File: config.mk
export PLATFORM = sky130hd
export DESIGN_NAME = idtree_lookup
export DESIGN_NICKNAME = d
export VERILOG_FILES = /design/src/rtl/idtree_pkg.sv /design/src/rtl/idtree_ctrl.sv /design/src/rtl/idtree_dpath.sv /design/src/rtl/idtree_lookup.sv
export SDC_FILE = /design/constraint.sdc
export NUM_CORES = 1
export LEC_CHECK = 0
export BUFFER_PORTS_ARGS = -buffer_cell sky130_fd_sc_hd__buf_2
export CAP_MARGIN = 0
export CORE_MARGIN = 1
export CORE_UTILIZATION = 45
export DETAILED_ROUTE_END_ITERATION = 10
export GPL_TIMING_DRIVEN = 0
export PLACE_DENSITY_LB_ADDON = 0.15
export REMOVE_ABC_BUFFERS = 1
export SLEW_MARGIN = 20
export SYNTH_ARGS = -nofsm -noshare
export SYNTH_HDL_FRONTEND = slang
export SYNTH_SLANG_ARGS = --single-unit
File: constraint.sdc
create_clock -name clk -period 4.93 [get_ports clk]
set_input_delay 0.493 -clock clk [delete_from_list [all_inputs] [get_ports clk]]
set_output_delay 0.493 -clock clk [all_outputs]
set_load 0.01 [all_outputs]
File: src/rtl/idtree_pkg.sv
package idtree_pkg;
  localparam int ID_W    = 12;
  localparam int RES_W   = 8;
  localparam int ENTRY_W = 32;

  // strobes from control to datapath
  typedef struct packed {
    logic start;
    logic fill;
    logic advance;
    logic finish;
    logic found;
  } idtStrobe_t;

  // status from datapath to control
  typedef struct packed {
    logic hit;
    logic term;
    logic lastStep;
    logic nextOor;
  } idtStatus_t;
endpackage

File: src/rtl/idtree_ctrl.sv
module idtree_ctrl
  import idtree_pkg::*;
(
  input  logic       clk,
  input  logic       rstN,
  input  logic       reqValid,
  input  idtStatus_t stat,
  output idtStrobe_t str,
  output logic       busy
);
  typedef enum logic {ST_IDLE, ST_WALK} state_t;
  state_t state, stateNxt;

  always_comb begin
    str      = '0;
    stateNxt = state;
    case (state)
      ST_IDLE: begin
        if (reqValid) begin
          str.start = 1'b1;
          stateNxt  = ST_WALK;
        end
      end
      ST_WALK: begin
        if (!stat.hit) begin
          str.fill = 1'b1;
        end else if (stat.term) begin
          str.finish = 1'b1;
          str.found  = 1'b1;
          stateNxt   = ST_IDLE;
        end else if (stat.lastStep || stat.nextOor) begin
          str.finish = 1'b1;
          stateNxt   = ST_IDLE;
        end else begin
          str.advance = 1'b1;
        end
      end
      default: stateNxt = ST_IDLE;
    endcase
  end

  always_ff @(posedge clk) begin
    if (!rstN) state <= ST_IDLE;
    else       state <= stateNxt;
  end

  assign busy = (state == ST_WALK);
endmodule

File: src/rtl/idtree_dpath.sv
module idtree_dpath
  import idtree_pkg::*;
#(
  parameter int NUM_NODES = 32,
  parameter int MAX_STEPS = 16,
  localparam int IDX_W  = $clog2(NUM_NODES),
  localparam int STEP_W = $clog2(MAX_STEPS + 1),
  localparam int ADDR_W = IDX_W + 2
) (
  input  logic               clk,
  input  logic               rstN,
  input  idtStrobe_t         str,
  input  logic [ID_W-1:0]    reqId,
  input  logic               wrEn,
  input  logic [ADDR_W-1:0]  wrAddr,
  input  logic [ENTRY_W-1:0] wrData,
  output idtStatus_t         stat,
  output logic               rspValid,
  output logic [RES_W-1:0]   rspIndex,
  output logic               rspFound,
  output logic [STEP_W-1:0]  rspSteps
);
  logic [ENTRY_W-1:0] tblMem   [NUM_NODES];
  logic [ENTRY_W-1:0] cacheMem [NUM_NODES];
  logic [NUM_NODES-1:0] cacheVld;

  logic [ID_W-1:0]   curId;
  logic [RES_W-1:0]  curNode;
  logic [STEP_W-1:0] stepCnt;

  logic [IDX_W-1:0]   nodeIdx;
  logic [IDX_W-1:0]   wrIdx;
  logic [ENTRY_W-1:0] ent;
  logic [3:0]         bitSel;
  logic               idBit;
  logic               contFlag;
  logic [RES_W-1:0]   res;

  assign nodeIdx = curNode[IDX_W-1:0];
  assign wrIdx   = wrAddr[ADDR_W-1:2];
  assign ent     = cacheMem[nodeIdx];

  // node word decode
  assign bitSel   = ent[21:18];
  assign idBit    = curId[bitSel];
  assign contFlag = idBit ? ent[8]   : ent[17];
  assign res      = idBit ? ent[7:0] : ent[16:9];

  assign stat.hit      = cacheVld[nodeIdx];
  assign stat.term     = !contFlag;
  assign stat.lastStep = (stepCnt == STEP_W'(MAX_STEPS - 1));
  assign stat.nextOor  = ({1'b0, res} >= 9'(NUM_NODES));

  // table and cached copies carry no reset
  always_ff @(posedge clk) begin
    if (wrEn && (32'(wrIdx) < NUM_NODES)) tblMem[wrIdx] <= wrData;
    if (str.fill) cacheMem[nodeIdx] <= tblMem[nodeIdx];
  end

  always_ff @(posedge clk) begin
    if (!rstN) begin
      cacheVld <= '0;
      curId    <= '0;
      curNode  <= '0;
      stepCnt  <= '0;
      rspValid <= 1'b0;
      rspIndex <= '0;
      rspFound <= 1'b0;
      rspSteps <= '0;
    end else begin
      rspValid <= str.finish;
      if (str.start) begin
        curId   <= reqId;
        curNode <= '0;
        stepCnt <= '0;
      end
      if (str.advance) begin
        curNode <= res;
        stepCnt <= stepCnt + 1'b1;
      end
      if (str.finish) begin
        rspIndex <= str.found ? res : '0;
        rspFound <= str.found;
        rspSteps <= stepCnt + 1'b1;
      end
      // a host write outranks a fill
      if (wrEn)          cacheVld <= '0;
      else if (str.fill) cacheVld[nodeIdx] <= 1'b1;
    end
  end
endmodule

File: src/rtl/idtree_lookup.sv
module idtree_lookup
  import idtree_pkg::*;
#(
  parameter int NUM_NODES = 32,
  parameter int MAX_STEPS = 16,
  localparam int IDX_W  = $clog2(NUM_NODES),
  localparam int STEP_W = $clog2(MAX_STEPS + 1),
  localparam int ADDR_W = IDX_W + 2
) (
  input  logic              clk,
  input  logic              rstN,
  input  logic              reqValid,
  input  logic [3:0]        reqSlave,
  input  logic [7:0]        reqPeriph,
  output logic              busy,
  output logic              rspValid,
  output logic [7:0]        rspIndex,
  output logic              rspFound,
  output logic [STEP_W-1:0] rspSteps,
  input  logic              wrEn,
  input  logic [ADDR_W-1:0] wrAddr,
  input  logic [31:0]       wrData
);
  idtStrobe_t str;
  idtStatus_t stat;

  idtree_ctrl ctrl_i (
    .clk(clk), .rstN(rstN), .reqValid(reqValid),
    .stat(stat), .str(str), .busy(busy)
  );

  idtree_dpath #(.NUM_NODES(NUM_NODES), .MAX_STEPS(MAX_STEPS)) dpath_i (
    .clk(clk), .rstN(rstN), .str(str),
    .reqId({reqSlave, reqPeriph}),
    .wrEn(wrEn), .wrAddr(wrAddr), .wrData(wrData),
    .stat(stat), .rspValid(rspValid), .rspIndex(rspIndex),
    .rspFound(rspFound), .rspSteps(rspSteps)
  );
endmodule

==> flow_summary.ini <==
[global_routing]
grt_max_degree = 52
gr-total-overflow = 0
grt_pass1_wl_um = 200000
track_usage_pct = 22.3
grt_use_met2_pct = 36.6
grt_util_met3_pct = 3.80
first_global_vias = 28100
grt_antenna_before_repair = 4
use_met1_pct = 30.6
grt.busiest_layer = met2

[yosys]
netlist_area_um2 = 57100
synth_cells = 2541
synth_seq_area_share_pct = 76.7
synth_area_per_cell_um2 = 22.5
yosysTopAreaCell = edfxtp_1
synth_most_common_cell = edfxtp_1
synth.ff_latch_count = 1483
synth_async_sr_flop_share_pct = 0
synth_edf_count = 1408
synth_cell_types = 68
synth.area.top_cells = edfxtp_1, mux4_2, dfxtp_1
ys.flop_type = edfxtp_1
ys_top_cells_by_count = edfxtp_1, mux4_2, nor2_1
yosysWarnings = 0
synth_top_area_share_pct = 74.1

[floorplan]
core-area_um2 = 126000
start_util_pct = 45.4
row_count = 130
die_w_um = 358
io_pins = 71
die-area_um2 = 128000
fp.dieH_um = 358

[finish]
layout-drive-gt1-share_pct = 32.2
synthToLayoutAreaGrowth_pct = 17.7
instances_no_fill = 4524
regArea_um2 = 43800
multi_input_area_um2 = 13100
num-fill-cells = 9469
nets = 2813
final_cell_area_um2 = 67200

[pwr]
pwr-share-comb_pct = 1.6
p_seq_share_pct = 54.5
intPower_mw = 20.5
clockPowerShare_pct = 44.0
ir_worst_vdd_v = 0.000355
p_sw_mw = 4.90
cellLeakagePower_nw = 20.3
powerDensity_nw_per_um2 = 377
swShare_pct = 19.3

[routing]
wl_per_cell_um = 30.8
ant_nets = 0
drt-initial-drc-count = 3098
remaining_drc_errors = 0
wirelength_um = 139000
first_pass_iters = 6
via_per_inst = 5.98
vias = 27000

[cts]
cts-root-buf = clkbuf_16
clk_pin_slew_ns = 0.07
cts_buffers = 151
clockBufferDepth = 3
cts_tree = done
worstSkewPairLatency_ns = 0.75
cts-htree-levels = 4
cts.sinks = 1483

[placed_design]
hpwl_um = 85000
gp_congestion = 0.780
dp_worst_setup_slack_ns = -0.111
io_buffer_count = 58
placed_cell_area_um2 = 62200
dp.cells = 4234

[worst_setup_path]
crit_path_top_delay_cell = dfxtp_4
cp.required_ns = 5.60
critical_path_class = reg -> reg
max_stage_delay_ns = 0.56
crit_chain = buf_12 > buf_16 > buf_16 > mux4_2 > mux4_2 > mux2i_1 > nand4_1 > nor3_1 > o211ai_2 > o221ai_4 > and2_2 > o2bb2ai_1
cp_top_family = multiplexers
r2r_slack_ns = 0.38
start_kind = flip-flop
cp_num_buf_inv = 3
arrival_ns = 5.21
critical_path.max_fanout = 33
rr_worst_depth = 12
r2r_end = dpath_i.rspIndex[5]
setup.worst_path.end_class = flip-flop

[sta]
setup_tns_ns = 0
hold_viol_final = 0
setup_viol = 0
final-max-slew-violation-count = 0
rsz0062_at_grt = false
fin_crit_sh_pct = 92.2
worst_slew_margin_rel_pct = 38.7
worst_pin_slew_ns = 0.916
timing.fmax_mhz = 220
period_minus_slack_ns = 4.55
skew_ns = 0.0244
setup_ws_ns = 0.385
hold_ws_ns = 0.0905

[worst_hold_path]
hp-class = in -> reg
hold_depth = 2
min_from = rstN
min_to = dpath_i.rspSteps[2]

[outcome]
outcome = completed

[flow_run]
drv_cap = 0
placed cells by master, fill, tap and decap left out, types with 18 or more instances in the layout:
cell type  instances
edfxtp_1        1408
mux4_2           418
clkbuf_16        158
buf_16            79
nand2_1           75
dfxtp_1           70
nor2_4            64
buf_2             58
mux2i_1           48
mux2_2            37
clkinv_1          37
nand3_1           34
o21a_1            33
clkbuf_1          31
buf_12            29
a21oi_1           23
clkinv_2          23
nor2_1            20
inv_1             19
o2bb2ai_1         18
registers in the layout (all words and copies together) (netlist names), named ones only:
signal,cells
dpath_i.rspFound,1
dpath_i.rspIndex,8
dpath_i.curId,12
dpath_i.rspValid,1
dpath_i.tblMem,704
dpath_i.curNode,5
dpath_i.cacheVld,32
dpath_i.rspSteps,5
dpath_i.stepCnt,5
ctrl_i.busy,1
dpath_i.cacheMem,704
how the worst max path moves through the flow:
| stage | from | end | slack [ns] | cells past startpoint |
|---|---|---|---|---|
| global route | flip-flop | dpath_i.rspIndex[5] | 0.08 | 12 |
| finish | flip-flop | dpath_i.rspIndex[5] | 0.38 | 12 |
| global placement | flip-flop | dpath_i.curNode[0] | -21.72 | 8 |
| floorplan | flip-flop | ctrl_i.busy | -12.48 | 11 |
| detailed placement | flip-flop | flip-flop | -0.11 | 12 |
| CTS | flip-flop | dpath_i.rspIndex[5] | 0.06 | 12 |
power by group through the flow:
stage / clock network, mW / logic, mW / registers (mW)
global route: 11.8 / 0.423 / 13.8
CTS: 11.4 / 0.397 / 13.8
global placement: 0 / 0.327 / 14.1
finish: 11.1 / 0.398 / 13.8
detailed placement: 0 / 0.382 / 14.1
floorplan: 0 / 0.156 / 14.1
kinds of logic after synthesis:
logic type                 after synthesis  share of synthesized area, %
xor gates and xnor gates                 1                        0.0153
muxes                                  504                          18.1
and+or+nand+nor                        260                          2.13
AOI/OAI and AO/OA                      141                          1.87
buffers and inverters                  150                          1.16
DFF                                   1483                          76.7
adders and majority gates                2                        0.0438
metrics by stage:
step / util (%) / power (mW)
after floorplan: - / 14.2
after global placement: 46.8 / 14.4
after detailed placement: 49.5 / 14.5
after CTS: 53.4 / 25.6
after global routing: 53.4 / 26.1
final: 53.5 / 25.4
layout make-up:
cell class / count / area share, %
antenna: 2 / 0.00745
inverter: 21 / 0.128
multi-input combinational: 908 / 19.6
timing repair buffer: 191 / 4.94
clock buffer: 189 / 6.06
sequential: 1483 / 65.2
clock inverter: 80 / 1.07
tap: 1650 / 3.07
routing by layer:
| metal | routed length (µm) | share of wire, % |
|---|---|---|
| met5 | 10 | 0.0072 |
| met4 | 3960 | 2.8 |
| met3 | 8220 | 5.9 |
| met2 | 69000 | 50 |
| met1 | 58200 | 42 |
what timing repair did:
action	CTS	global route
hold endpoints to repair	13	0
gates resized for setup	0	2
endpoints found under the setup margin	18	10
hold buffers	13	0
buffers inserted	6	0
gates cloned	0	0
pin swaps	1	0
(Power assumes the default switching activity.)
